## src/rtl/pwr_mode_pkg.sv

```systemverilog
package pwr_mode_pkg;

  typedef enum logic [1:0] {
    MODE_ACTIVE  = 2'd0,
    MODE_SLEEP   = 2'd1,
    MODE_DEEP    = 2'd2,
    MODE_STANDBY = 2'd3
  } pwr_mode_e;

  typedef enum logic [2:0] {
    S_RUN  = 3'd0,
    S_PEND = 3'd1,
    S_SLP  = 3'd2,
    S_DSLP = 3'd3,
    S_STBY = 3'd4,
    S_RSTR = 3'd5
  } seq_state_e;

endpackage

```

## src/rtl/pwr_wake_sense.sv

```systemverilog
module pwr_wake_sense
  import pwr_mode_pkg::*;
#(
  parameter int N_IRQ = 3
) (
  input  logic [N_IRQ-1:0] wake_irq_i,
  input  logic             ext_evt_i,
  input  seq_state_e       state_i,
  output logic             wake_take_o
);

  logic irq_any;

  assign irq_any = |wake_irq_i;

  // Which sources count as a wakeup depends on the current state.
  always_comb begin
    unique case (state_i)
      S_PEND:  wake_take_o = irq_any | ext_evt_i;
      S_SLP:   wake_take_o = irq_any;
      S_DSLP:  wake_take_o = irq_any | ext_evt_i;
      S_STBY:  wake_take_o = ext_evt_i;
      default: wake_take_o = 1'b0;
    endcase
  end

endmodule

```

## src/rtl/pwr_seq_fsm.sv

```systemverilog
module pwr_seq_fsm
  import pwr_mode_pkg::*;
(
  input  logic       clk_i,
  input  logic       rst_ni,
  input  logic       wfi_i,
  input  logic       wfe_i,
  input  logic       deep_sel_i,
  input  logic       hold_n_i,
  input  logic       ret_en_i,
  input  logic       wake_take_i,
  output seq_state_e state_o,
  output logic       ret_o,
  output pwr_mode_e  from_mode_o,
  output logic       ack_o,
  output logic       exit_o
);

  seq_state_e state_q, state_d;
  seq_state_e tgt_q, tgt_d;
  seq_state_e req_tgt;
  logic       ret_q, ret_d;
  pwr_mode_e  from_q, from_d;
  logic       ack_d, exit_d;
  logic       ack_q, exit_q;

  // Event requests take priority over interrupt requests.
  always_comb begin
    if (wfe_i)           req_tgt = S_STBY;
    else if (deep_sel_i) req_tgt = S_DSLP;
    else                 req_tgt = S_SLP;
  end

  always_comb begin
    state_d = state_q;
    tgt_d   = tgt_q;
    from_d  = from_q;
    ack_d   = 1'b0;
    exit_d  = 1'b0;
    unique case (state_q)
      S_RUN: begin
        if (wfi_i || wfe_i) begin
          if (hold_n_i) begin
            state_d = req_tgt;
          end else begin
            state_d = S_PEND;
            tgt_d   = req_tgt;
          end
        end
      end
      S_PEND: begin
        if (wake_take_i)   state_d = S_RUN;
        else if (hold_n_i) state_d = tgt_q;
      end
      S_SLP: begin
        if (wake_take_i) begin
          state_d = S_RUN;
          ack_d   = 1'b1;
          exit_d  = 1'b1;
        end
      end
      S_DSLP: begin
        if (wake_take_i) begin
          state_d = S_RSTR;
          ack_d   = 1'b1;
          from_d  = MODE_DEEP;
        end
      end
      S_STBY: begin
        if (wake_take_i) begin
          state_d = S_RSTR;
          ack_d   = 1'b1;
          from_d  = MODE_STANDBY;
        end
      end
      S_RSTR: begin
        state_d = S_RUN;
        exit_d  = 1'b1;
      end
      default: state_d = S_RUN;
    endcase
  end

  // The retention bit is captured on the edge that enters deep sleep.
  always_comb begin
    ret_d = ret_q;
    if (state_d == S_DSLP && state_q != S_DSLP) ret_d = ret_en_i;
  end

  always_ff @(posedge clk_i or negedge rst_ni) begin
    if (!rst_ni) begin
      state_q <= S_RUN;
      tgt_q   <= S_SLP;
      ret_q   <= 1'b1;
      from_q  <= MODE_ACTIVE;
      ack_q   <= 1'b0;
      exit_q  <= 1'b0;
    end else begin
      state_q <= state_d;
      tgt_q   <= tgt_d;
      ret_q   <= ret_d;
      from_q  <= from_d;
      ack_q   <= ack_d;
      exit_q  <= exit_d;
    end
  end

  assign state_o     = state_q;
  assign ret_o       = ret_q;
  assign from_mode_o = from_q;
  assign ack_o       = ack_q;
  assign exit_o      = exit_q;


  wfe_to_standby_chk: assert property (@(posedge clk_i) disable iff (!rst_ni)
    (state_q == S_RUN && wfe_i && hold_n_i) |=> (state_q == S_STBY));


  pend_cancel_chk: assert property (@(posedge clk_i) disable iff (!rst_ni)
    (state_q == S_PEND && wake_take_i) |=> (state_q == S_RUN && !ack_q));


  restore_one_cycle_chk: assert property (@(posedge clk_i) disable iff (!rst_ni)
    (state_q == S_RSTR) |=> (state_q == S_RUN && exit_q));


  run_ignores_wake_chk: assert property (@(posedge clk_i) disable iff (!rst_ni)
    (state_q == S_RUN && !wfi_i && !wfe_i) |=> (state_q == S_RUN && !ack_q));

endmodule

```

## src/rtl/pwr_enable_map.sv

```systemverilog
module pwr_enable_map
  import pwr_mode_pkg::*;
#(
  parameter int N_PERIPH = 4
) (
  input  logic                clk_i,
  input  logic                rst_ni,
  input  seq_state_e          state_i,
  input  logic                ret_i,
  input  pwr_mode_e           from_mode_i,
  output logic                core_en_o,
  output logic [N_PERIPH-1:0] periph_en_o,
  output logic                sram_en_o,
  output pwr_mode_e           mode_o
);

  localparam logic [N_PERIPH-1:0] ALL_ON = {N_PERIPH{1'b1}};

  logic periph_on;

  always_comb begin
    core_en_o = 1'b1;
    periph_on = 1'b1;
    sram_en_o = 1'b1;
    mode_o    = MODE_ACTIVE;
    unique case (state_i)
      S_SLP: begin
        core_en_o = 1'b0;
        mode_o    = MODE_SLEEP;
      end
      S_DSLP: begin
        core_en_o = 1'b0;
        periph_on = 1'b0;
        sram_en_o = ret_i;
        mode_o    = MODE_DEEP;
      end
      S_STBY: begin
        core_en_o = 1'b0;
        periph_on = 1'b0;
        sram_en_o = 1'b0;
        mode_o    = MODE_STANDBY;
      end
      S_RSTR: begin
        core_en_o = 1'b0;
        periph_on = 1'b0;
        mode_o    = from_mode_i;
      end
      default: ;
    endcase
  end

  for (genvar gi = 0; gi < N_PERIPH; gi++) begin : g_periph
    assign periph_en_o[gi] = periph_on;
  end


  sleep_keeps_periph_chk: assert property (@(posedge clk_i) disable iff (!rst_ni)
    (state_i == S_SLP) |-> (!core_en_o && periph_en_o == ALL_ON && sram_en_o));


  deep_clocks_off_chk: assert property (@(posedge clk_i) disable iff (!rst_ni)
    (state_i == S_DSLP) |-> (!core_en_o && periph_en_o == '0));


  standby_all_off_chk: assert property (@(posedge clk_i) disable iff (!rst_ni)
    (mode_o == MODE_STANDBY && state_i != S_RSTR) |-> (!core_en_o && periph_en_o == '0 && !sram_en_o));

endmodule

```

## src/rtl/pwr_mode_ctrl.sv

```systemverilog
module pwr_mode_ctrl
  import pwr_mode_pkg::*;
#(
  parameter int N_IRQ    = 3,
  parameter int N_PERIPH = 4
) (
  input  logic                clk_i,
  input  logic                rst_ni,
  input  logic                wfi_i,
  input  logic                wfe_i,
  input  logic                deep_sel_i,
  input  logic                hold_n_i,
  input  logic                ret_en_i,
  input  logic [N_IRQ-1:0]    wake_irq_i,
  input  logic                ext_evt_i,
  output logic                core_clk_en_o,
  output logic [N_PERIPH-1:0] periph_clk_en_o,
  output logic                sram_pwr_en_o,
  output logic                wake_ack_o,
  output logic                sleep_exit_o,
  output logic [1:0]          mode_o
);

  seq_state_e state;
  logic       wake_take;
  logic       ret_keep;
  pwr_mode_e  from_mode;
  pwr_mode_e  mode_enc;

  pwr_wake_sense #(.N_IRQ(N_IRQ)) u_wake (
    .wake_irq_i  (wake_irq_i),
    .ext_evt_i   (ext_evt_i),
    .state_i     (state),
    .wake_take_o (wake_take)
  );

  pwr_seq_fsm u_fsm (
    .clk_i       (clk_i),
    .rst_ni      (rst_ni),
    .wfi_i       (wfi_i),
    .wfe_i       (wfe_i),
    .deep_sel_i  (deep_sel_i),
    .hold_n_i    (hold_n_i),
    .ret_en_i    (ret_en_i),
    .wake_take_i (wake_take),
    .state_o     (state),
    .ret_o       (ret_keep),
    .from_mode_o (from_mode),
    .ack_o       (wake_ack_o),
    .exit_o      (sleep_exit_o)
  );

  pwr_enable_map #(.N_PERIPH(N_PERIPH)) u_map (
    .clk_i       (clk_i),
    .rst_ni      (rst_ni),
    .state_i     (state),
    .ret_i       (ret_keep),
    .from_mode_i (from_mode),
    .core_en_o   (core_clk_en_o),
    .periph_en_o (periph_clk_en_o),
    .sram_en_o   (sram_pwr_en_o),
    .mode_o      (mode_enc)
  );

  assign mode_o = mode_enc;


  sleep_exit_same_edge_chk: assert property (@(posedge clk_i) disable iff (!rst_ni)
    (wake_ack_o && core_clk_en_o) |-> (sleep_exit_o && mode_o == 2'd0));


  clocks_after_sram_chk: assert property (@(posedge clk_i) disable iff (!rst_ni)
    (wake_ack_o && !core_clk_en_o) |-> sram_pwr_en_o);


  deep_exit_second_edge_chk: assert property (@(posedge clk_i) disable iff (!rst_ni)
    (wake_ack_o && !core_clk_en_o) |=> (core_clk_en_o && sleep_exit_o && !wake_ack_o));


  exit_single_cycle_chk: assert property (@(posedge clk_i) disable iff (!rst_ni)
    sleep_exit_o |=> !sleep_exit_o);

endmodule

```

## config.mk

```make
export PLATFORM = sky130hd
export DESIGN_NAME = pwr_mode_ctrl
export DESIGN_NICKNAME = d
export VERILOG_FILES = /design/src/rtl/pwr_mode_pkg.sv /design/src/rtl/pwr_wake_sense.sv /design/src/rtl/pwr_seq_fsm.sv /design/src/rtl/pwr_enable_map.sv /design/src/rtl/pwr_mode_ctrl.sv
export SDC_FILE = /design/constraint.sdc
export NUM_CORES = 1
export LEC_CHECK = 0
export BUFFER_PORTS_ARGS = -buffer_cell sky130_fd_sc_hd__buf_4
export CORE_MARGIN = 4
export CORE_UTILIZATION = 40
export DETAILED_ROUTE_END_ITERATION = 8
export GPL_TIMING_DRIVEN = 0
export PLACE_DENSITY = 0.69
export SLEW_MARGIN = 20
export SYNTH_ARGS = -nofsm -noshare
export SYNTH_HDL_FRONTEND = slang
export SYNTH_SLANG_ARGS = --single-unit
```

## constraint.sdc

```tcl
create_clock -name clk_i -period 2 [get_ports clk_i]
set_input_delay 0.3 -clock clk_i [delete_from_list [all_inputs] [get_ports clk_i]]
set_output_delay 0.3 -clock clk_i [all_outputs]
set_load 0.02 [all_outputs]
```

==> reports/results.tsv, run 1 <==
stage	metric	value	unit
clocking	cts_tree	done	
grt	grt_pass1_vias	612	
yosys	ys_warn_count	0	
grt	grt_max_degree	12	
clocking	clockBufferDepth	2	
layout	syn_to_final_growth	29.8	%
sta	finalClockSkew	4.60	ps
yosys	avgSynthCellArea	9.63	sq um
critical_path	worstRegToRegCells	6	
clocking	clk_latency	280	ps
power	power_density	1400	nW/um^2
route	ant_nets	0	
yosys	synth_most_common_cell	dfrtp_1	
sta	slew_headroom	0.663	
yosys	ys.flop_type	dfrtp_1	
critical_path	critPathCaptureType	flip-flop	
grt	grt-ovfl-total	0	
route	firstDrtPassIters	4	
clocking	htree_num_levels	1	
die	ioPinCount	21	
route	drt_wl_total	1540	microns
sta	setup_violations	0	
clocking	cts-buffers-inserted	3	
yosys	synth_top_area_share	0.325	
worst_hold_path	min_delay_path_depth	2	
critical_path	worstPathRequired	2200	ps
layout	fin_util	0.571	
sta	period_minus_slack	1940	ps
sta	hold_viol	0	
grt	grt_use_met3	0.0633	
sta	tightest_slew	502	ps
job	cap_violations	0	
yosys	synth_commonest_cells	dfrtp_1, nand2_1, o21ai_0	
yosys	synth.net_count	83	
critical_path	arrival	2150	ps
route	post_drt_wl_per_cell	13.6	microns
die	die_h	49.6	microns
power	peakVddDrop	740	uV
sta	fin_tns_setup	0	ps
die	rows	14	
sta	fin_crit_sh	0.971	
run_status	status	completed	
yosys	synthDistinctLibCells	33	
clocking	ctsHoldBuffers	1	
placed_design	gp_congestion	0.764	
route	drc	0	
die	initial_utilization	0.440	
yosys	synth-async-reset-ratio	1.00	
layout	layout-drive-gt1-share	0.412	
power	static-leakage-power	0.000399	uW
clocking	clkTransAtPathRegs	70	ps
clocking	cts_root_buffer	clkbuf_4	
yosys	syn_area	693	sq um
route	drt-initial-drc-count	6	
critical_path	critPathMaxFanout	10	
placed_design	dpl.hpwl	1210	microns
die	coreArea	1580	sq um
worst_hold_path	min_path_type	input port to flip-flop	
clocking	post-cts-setup-buffers	0	
yosys	netlist_top_cells_area	dfrtp_1, dfstp_2, o21ai_0, buf_4, nand2_1	
yosys	postSynthCellCount	72	
grt	grt_use_total	0.139	
route	vias	633	
layout	n_antenna_cell	0	
sta	drv_slew	0	
clocking	cts.sinks	11	
route	viasPerCell	5.60	
yosys	synth.largest_area_cell	dfrtp_1	
critical_path	critPathKind	flip-flop to flip-flop	
critical_path	start_kind	flip-flop	
grt	antenna_found_initial	0	
grt	grt_pass1_wl	2640	microns
placed_design	numPortBuffers	20	
yosys	seq_area_frac_synth	0.401	
sta	rsz0062_at_grt	no	
grt	grtUsageMet2	0.220	
yosys	synth-edff-count	0	
die	die_w	49.6	microns
die	die_area	2460	sq um
sta	clock.fmax	515	MHz
layout	layout.nets	109	
grt	gr-usage-met1	0.168	
grt	grt-busiest-layer	met2	
clocking	cts_resized	0	
yosys	ys_ff_latch	11	
[critical path: stages (launching register included)]
cell,delay (ps)
dfrtp_1,380
clkbuf_2,180
or3_4,360
or3_1,410
o211ai_4,110
nand4_1,110
mux2_1,320
[final cells by class]
cell class              count  area, sq um
repair buffers             21          160
fillers                   150          677
well taps                  16         20.0
multi-input cells          52          350
clock buffers               4         26.3
flip-flops and latches     11          278
inverters                   2         7.51
plain buffers               7         57.6
[path summary, 6_finish.rpt]
path	from	end	slack (ps)
max	u_fsm.state_o[2]	u_fsm.ret_o	60
max reg2reg	u_fsm.state_o[2]	u_fsm.ret_o	60
min in group asynchronous	rst_ni	u_fsm.tgt_q[0]	390
max in group asynchronous	rst_ni	u_fsm.ret_o	1380
min reg2reg	u_fsm.from_mode_o[1]	u_fsm.from_mode_o[1]	460
min	wfe_i	u_fsm.tgt_q[1]	190
[layer usage]
layer  wire length (microns)  vias to the layer above
met5                       0                        -
met4                      20                        0
met3                      97                        3
met2                     748                       13
met1                     671                      307
li1                        -                      310
[flip-flops by register name, summed over array words and instances (netlist names)]
signal / cells
u_fsm.from_mode_o: 2
u_fsm.tgt_q: 3
u_fsm.state_o: 3
u_fsm.exit_o: 1
u_fsm.ack_o: 1
u_fsm.ret_o: 1
[cell usage in the layout (no fill, tap or decap)]
cell type | netlist | routed
clkbuf_2 | 1 | 1
a2111oi_2 | 1 | 1
nor3_1 | 1 | 1
buf_4 | 4 | 24
nor4_1 | 1 | 1
nand4_1 | 2 | 2
o21ai_0 | 7 | 7
o22a_1 | 1 | 1
a211oi_1 | 1 | 1
or2_2 | 1 | 1
dfrtp_1 | 9 | 9
or3_1 | 3 | 3
a31oi_1 | 1 | 1
a21o_2 | 1 | 1
nor2_1 | 3 | 3
a21oi_1 | 4 | 4
clkbuf_4 | 0 | 3
nand2_1 | 7 | 7
o32ai_1 | 1 | 1
or2b_2 | 1 | 1
nor2b_1 | 3 | 3
o211ai_4 | 1 | 1
dfstp_2 | 2 | 2
mux2_2 | 1 | 1
mux2i_1 | 1 | 1
dlygate4sd3_1 | 0 | 1
or4bb_1 | 1 | 1
mux2_1 | 1 | 1
inv_1 | 2 | 2
or3_4 | 1 | 1
or4_4 | 1 | 1
clkbuf_1 | 0 | 1
buf_6 | 2 | 2
o22ai_1 | 1 | 1
nand2b_1 | 4 | 4
nand3b_1 | 1 | 1
[report_power, final]
part | internal, uW | switching [uW] | total (uW)
Clock | 77.5 | 77.7 | 155
Sequential | 308 | 34.1 | 342
Combinational | 361 | 405 | 766
[metrics by stage]
step	instance area, sq um	hold WS [ps]	instances	total power (uW)	setup slack [ps]
floorplan	693	4.41	72	855	163
global placement	863	145	108	1110	57.8
detailed placement	863	140	108	1110	50.5
CTS	900	174	113	1280	53.1
global route	900	182	113	1350	5.63
finish	900	188	113	1260	57.3
[cells by family (layout without fill, tap and decap cells)]
kind of cell           after synthesis  count (layout)  synth area share
AO/OA/AOI/OAI                       19              19             0.199
buffers and inverters                9              34            0.0939
flip-flops                          11              11             0.401
multiplexers                         3               3            0.0469
AND/OR/NAND/NOR                     30              30             0.260
No activity file was read; power rests on OpenSTA's default activity.
==> run 2: changes to the inputs <==
- MAX_ROUTING_LAYER: unset -> met4
==> run 2 against run 1 <==
  * Final area did not move
  * Clock power about the same
  * Global-route usage up 0.38 points
  * First-iteration DRC count increased by 67%
  * Sequential cell count did not move
  * Utilization unchanged
  * Cell count unchanged
  * Largest power group unchanged
  * Register-to-register slack about the same
  * Critical path depth stayed put
  * Count of clock-buffer cells in the layout stayed put
  * Sequential power about the same
  * Die area stayed put
==> reports/results.tsv, run 2 (synthesized netlist as in run 1, its figures left out) <==
stage	metric	value	unit	change
run_status	status	completed		unchanged
worst_hold_path	min_to	u_fsm.tgt_q[1]		unchanged
sta	setup_violations	0		unchanged
clocking	cts_resized	0		unchanged
critical_path	worstPathRequired	2200	ps	about the same
clocking	cts-buffers-inserted	3		unchanged
die	coreArea	1580	sq um	unchanged
die	initial_utilization	0.440		unchanged
clocking	cts_tree	done		unchanged
sta	finalClockSkew	6.85	ps	was 4.60 ps
route	drc	0		unchanged
clocking	clockBufferDepth	2		unchanged
sta	clock.fmax	517	MHz	was 515 MHz
worst_hold_path	min_path_type	input port to flip-flop		unchanged
layout	final_common_cell	buf_4		unchanged
critical_path	reg2reg_from	u_fsm.state_o[2]		unchanged
critical_path	arrival	2140	ps	was 2150 ps
route	ant_nets	0		unchanged
clocking	htree_num_levels	1		unchanged
sta	slew_headroom	0.648		was 0.663
layout	layout.nets	109		unchanged
layout	syn_to_final_growth	29.8	%	unchanged
route	vias	630		was 633
clocking	clk_latency	280	ps	about the same
die	rows	14		unchanged
grt	grt-ovfl-total	0		unchanged
die	die_w	49.6	microns	unchanged
critical_path	worstRegToRegCells	6		unchanged
power	clockPowerShare	0.122		was 0.123
critical_path	crit_start	u_fsm.state_o[2]		unchanged
power	power_density	1400	nW/um^2	about the same
grt	antenna_found_initial	0		unchanged
critical_path	critPathMaxFanout	10		unchanged
clocking	ctsHoldBuffers	1		unchanged
clocking	post-cts-setup-buffers	0		unchanged
sta	fin_crit_sh	0.967		was 0.971
power	peakVddDrop	740	uV	about the same
worst_hold_path	hold_path.startpoint	wfe_i		unchanged
worst_hold_path	min_delay_path_depth	2		unchanged
critical_path	max_stage_delay	410	ps	about the same
route	post_drt_wl_per_cell	13.7	microns	was 13.6 microns
layout	layout-drive-gt1-share	0.412		unchanged
critical_path	r2r_end	u_fsm.ret_o		unchanged
route	wl_met1	668	microns	was 671 microns
power	p_int	747	uW	about the same
power	pwr-share-seq	0.271		about the same
job	cap_violations	0		unchanged
power	p_switching	517	uW	was 516 uW
route	drt-initial-drc-count	10		was 6
sta	drv_slew	0		unchanged
grt	grt_pass1_vias	611		was 612
power	static-leakage-power	0.000399	uW	unchanged
layout	fin_util	0.571		unchanged
route	met3WireLength	108	microns	was 97 microns
grt	grt_use_total	0.143		was 0.139
layout	n_antenna_cell	0		unchanged
sta	hold_viol	0		unchanged
clocking	cts.sinks	11		unchanged
route	firstDrtPassIters	4		unchanged
die	die_h	49.6	microns	unchanged
critical_path	critPathCaptureType	flip-flop		unchanged
critical_path	critPathKind	flip-flop to flip-flop		unchanged
layout	fillerInstances	150		unchanged
placed_design	gp_congestion	0.775		was 0.764
route	drt_wl_total	1540	microns	about the same
die	die_area	2460	sq um	unchanged
critical_path	crit_slowest_cell	or3_1		unchanged
route	top_layer	met4		unchanged
sta	fin_tns_setup	0	ps	unchanged
sta	tightest_slew	524	ps	was 502 ps
critical_path	crit_chain	clkbuf_2 -> or3_4 -> or3_1 -> o211ai_4 -> nand4_1 -> mux2_1		unchanged
critical_path	start_kind	flip-flop		unchanged
power	swShare	0.409		about the same
sta	period_minus_slack	1930	ps	was 1940 ps
placed_design	dpl.hpwl	1210	microns	unchanged
layout	final_cell_mix	buf_4, dfrtp_1, nand2_1, o21ai_0		unchanged
grt	grt_pass1_wl	2640	microns	unchanged
die	ioPinCount	21		unchanged
sta	rsz0062_at_grt	no		unchanged
power	power_frac_comb	0.607		was 0.606
placed_design	numPortBuffers	20		unchanged
grt	grt_max_degree	12		unchanged
critical_path	rrSetupSlack	70	ps	was 60 ps
route	route.met2.wl	744	microns	was 748 microns
clocking	cts_root_buffer	clkbuf_4		unchanged
route	viasPerCell	5.58		was 5.60
clocking	clkTransAtPathRegs	70	ps	about the same
[run 2: cell counts in the layout (fill, tap and decap cells not counted)]
Identical to the previous run, type by type.
[run 2: routing by layer]
| layer | vias up | track usage |
|---|---|---|
| met5 | - | - |
| met4 | 0 | 0.0415 |
| met3 | 3 | 0.0633 |
| met2 | 15 | 0.220 |
| met1 | 301 | 0.168 |
| li1 | 311 | - |
[run 2: area by class of cell]
class                   count  area [sq um]  share of cell area
multi-input cells          52           350               0.389
flip-flops and latches     11           278               0.309
repair buffers             21           160               0.178
plain buffers               7          57.6              0.0640
clock buffers               4          26.3              0.0292
well taps                  16          20.0              0.0223
inverters                   2          7.51             0.00834
[run 2: through the flow]
| step | hold slack [ps] | total power [uW] | area, sq um | std cells | setup slack, ps |
|---|---|---|---|---|---|
| after floorplan | 4.41 | 855 | 693 | 72 | 163 |
| after global placement | 145 | 1110 | 863 | 108 | 57.8 |
| after detailed placement | 140 | 1110 | 863 | 108 | 50.5 |
| after CTS | 174 | 1280 | 900 | 113 | 53.1 |
| after global routing | 182 | 1350 | 900 | 113 | 5.64 |
| final | 186 | 1260 | 900 | 113 | 65.6 |
[run 2: power by group through the flow]
stage	registers [uW]	clock network [uW]	logic (uW)
2_1_floorplan	360	0	495
3_3_place_gp	345	0	761
3_5_place_dp	346	0	768
4_1_cts	342	164	772
5_1_grt	348	175	825
6_report	342	155	767
[run 2: worst max-delay path, delay by kind of cell, from the launching register on]
family                 cells  cell delay (ps)
buffers and inverters      1              180
and+or+nand+nor            3              880
muxes                      1              320
AOI/OAI and AO/OA          1              110
DFF                        1              380
[run 2: how the worst max path moves through the flow]
stage / endpoint / slack (ps) / cells past startpoint
6_report: u_fsm.ret_o / 70 / 6
5_1_grt: u_fsm.ret_o / 6 / 6
4_1_cts: u_fsm.ret_o / 50 / 6
3_5_place_dp: u_fsm.ret_o / 50 / 6
3_3_place_gp: u_fsm.ret_o / 60 / 6
2_1_floorplan: u_fsm.ret_o / 160 / 6
==> run 3: changes to the inputs <==
- PLACE_DENSITY: 0.69 -> 0.67
- clock period: 2 -> 2.3 ns (I/O delays scaled with it)
==> run 3 against run 2 <==
  * Power fell by 13%
  * Hold slack improved by 56 ps
  * Highest routed layer is now met3
  * Maximum frequency fell by 0.25%
  * Sequential cell count did not move
  * Die area did not move
  * Final area rose by 0.14%
  * Routed wire length fell by 2.8%
  * Non-clock buffer count did not move
  * Critical endpoint unchanged
  * Critical path type unchanged
==> reports/results.tsv, run 3 (synthesized netlist as in run 1, its figures left out) <==
stage	metric	value	unit	change
run_status	status	completed		unchanged
sta	hold_viol	0		unchanged
power	peakVddDrop	604	uV	was 740 uV
layout	layout.nets	109		unchanged
critical_path	critPathCaptureType	flip-flop		unchanged
route	vias	638		was 630
sta	rsz0062_at_grt	no		unchanged
route	firstDrtPassIters	4		unchanged
die	die_w	49.6	microns	unchanged
die	initial_utilization	0.440		unchanged
grt	grt-ovfl-total	0		unchanged
grt	grt_max_degree	12		unchanged
clocking	cts-buffers-inserted	3		unchanged
route	post_drt_wl_per_cell	13.3	microns	was 13.7 microns
die	coreArea	1580	sq um	unchanged
sta	fin_tns_setup	0	ps	unchanged
critical_path	critPathMaxFanout	10		unchanged
clocking	clk_latency	270	ps	was 280 ps
critical_path	crit_family	simple AND/OR/NAND/NOR gates		unchanged
layout	layout-drive-gt1-share	0.423		was 0.412
critical_path	critPathKind	flip-flop to flip-flop		unchanged
clocking	clkTransAtPathRegs	70	ps	about the same
clocking	cts_tree	done		unchanged
sta	drv_slew	0		unchanged
sta	clock.fmax	516	MHz	was 517 MHz
critical_path	arrival	2140	ps	about the same
clocking	clockBufferDepth	2		unchanged
critical_path	max_stage_delay	400	ps	was 410 ps
clocking	cts_root_buffer	clkbuf_4		unchanged
layout	final_common_cell	buf_4		unchanged
die	ioPinCount	21		unchanged
grt	antenna_found_initial	0		unchanged
clocking	post-cts-setup-buffers	0		unchanged
grt	grt_pass1_vias	614		was 611
sta	finalClockSkew	5.40	ps	was 6.85 ps
critical_path	path_buf_inv	1		unchanged
route	drt_wl_total	1500	microns	was 1540 microns
job	cap_violations	0		unchanged
clocking	htree_num_levels	1		unchanged
critical_path	crit_slowest_cell	or3_1		unchanged
route	drc	0		unchanged
critical_path	start_kind	flip-flop		unchanged
critical_path	worstPathRequired	2500	ps	was 2200 ps
power	power_density	1220	nW/um^2	was 1400 nW/um^2
route	ant_nets	0		unchanged
layout	n_antenna_cell	0		unchanged
clocking	cts.sinks	11		unchanged
sta	slew_headroom	0.639		was 0.648
die	die_area	2460	sq um	unchanged
sta	setup_violations	0		unchanged
sta	tightest_slew	538	ps	was 524 ps
placed_design	dpl.hpwl	1170	microns	was 1210 microns
layout	final_cell_mix	buf_4, dfrtp_1, nand2_1, o21ai_0		unchanged
grt	grt_pass1_wl	2620	microns	was 2640 microns
sta	period_minus_slack	1940	ps	was 1930 ps
layout	syn_to_final_growth	30.0	%	was 29.8%
route	viasPerCell	5.65		was 5.58
critical_path	crit_chain	clkbuf_2 -> or3_4 -> or3_1 -> o211ai_4 -> nand4_1 -> mux2_1		unchanged
route	drt-initial-drc-count	8		was 10
placed_design	placed_cell_area	863	sq um	unchanged
layout	final_area	901	sq um	was 900 sq um
die	die_h	49.6	microns	unchanged
grt	grt_use_total	0.140		was 0.143
placed_design	numPortBuffers	20		unchanged
worst_hold_path	min_path_type	input port to flip-flop		unchanged
power	static-leakage-power	0.000401	uW	was 0.000399 uW
die	rows	14		unchanged
sta	fin_crit_sh	0.843		was 0.967
placed_design	gp_congestion	0.750		was 0.775
==> run 3: cell types whose count changed in the layout (fill, tap and decap cells not counted), sizes merged <==
cell | previous run | this run
clkinv | 0 | 1
clkbuf | 5 | 4
==> run 3: where the power goes <==
part / internal [uW] / total (uW) / switching [uW]
clock: 64.4 / 129 / 65.1
sequential: 268 / 298 / 30.1
combinational: 314 / 668 / 354
total: 646 / 1100 / 449
==> run 3: final timing paths <==
check                                            end                  from  slack [ps]  cells after the start
worst max-delay path                     u_fsm.ret_o      u_fsm.state_o[2]         360                      6
worst min-delay path                  u_fsm.tgt_q[1]                 wfe_i         240                      2
worst max register to register           u_fsm.ret_o      u_fsm.state_o[2]         360                      6
worst min register to register  u_fsm.from_mode_o[1]  u_fsm.from_mode_o[1]         460                      1
max in group asynchronous             u_fsm.tgt_q[1]                rst_ni        1620                      2
min in group asynchronous             u_fsm.tgt_q[2]                rst_ni         450                      2
==> run 3: area by class of cell <==
type / instances / area (sq um)
well taps: 16 / 20.0
flip-flops and latches: 11 / 278
clock buffers: 3 / 22.5
fillers: 148 / 676
clock inverters: 1 / 5.00
plain buffers: 7 / 57.6
multi-input cells: 52 / 350
inverters: 2 / 7.51
repair buffers: 21 / 160
==> run 3: per-layer routing <==
layer | wire length, microns | up-vias | global-route usage
met3 | 117 | 0 | 0.0602
met2 | 741 | 17 | 0.218
met1 | 643 | 313 | 0.175
met5 | 0 | - | -
met4 | 0 | 0 | 0.0138
li1 | - | 308 | -
==> run 3: repair_timing <==
action,in CTS,in global routing
hold buffers,1,0
gates resized for setup,0,0
setup endpoints to repair,0,0
endpoints found under the hold margin,9,0
==> run 3: stage by stage <==
stage,cells,worst slack [ps],power [uW],utilization,hold slack (ps)
detailed placement,108,311,968,0.548,189
floorplan,72,463,743,-,49.4
finish,113,361,1100,0.571,243
global placement,108,312,964,0.548,190
global route,113,274,1170,0.571,243
CTS,113,354,1110,0.571,236
==> run 3: worst reg2reg max path, stage by stage (launching register included) <==
cell	delay (ps)
dfrtp_1	390
clkbuf_2	180
or3_4	360
or3_1	400
o211ai_4	110
nand4_1	110
mux2_1	320
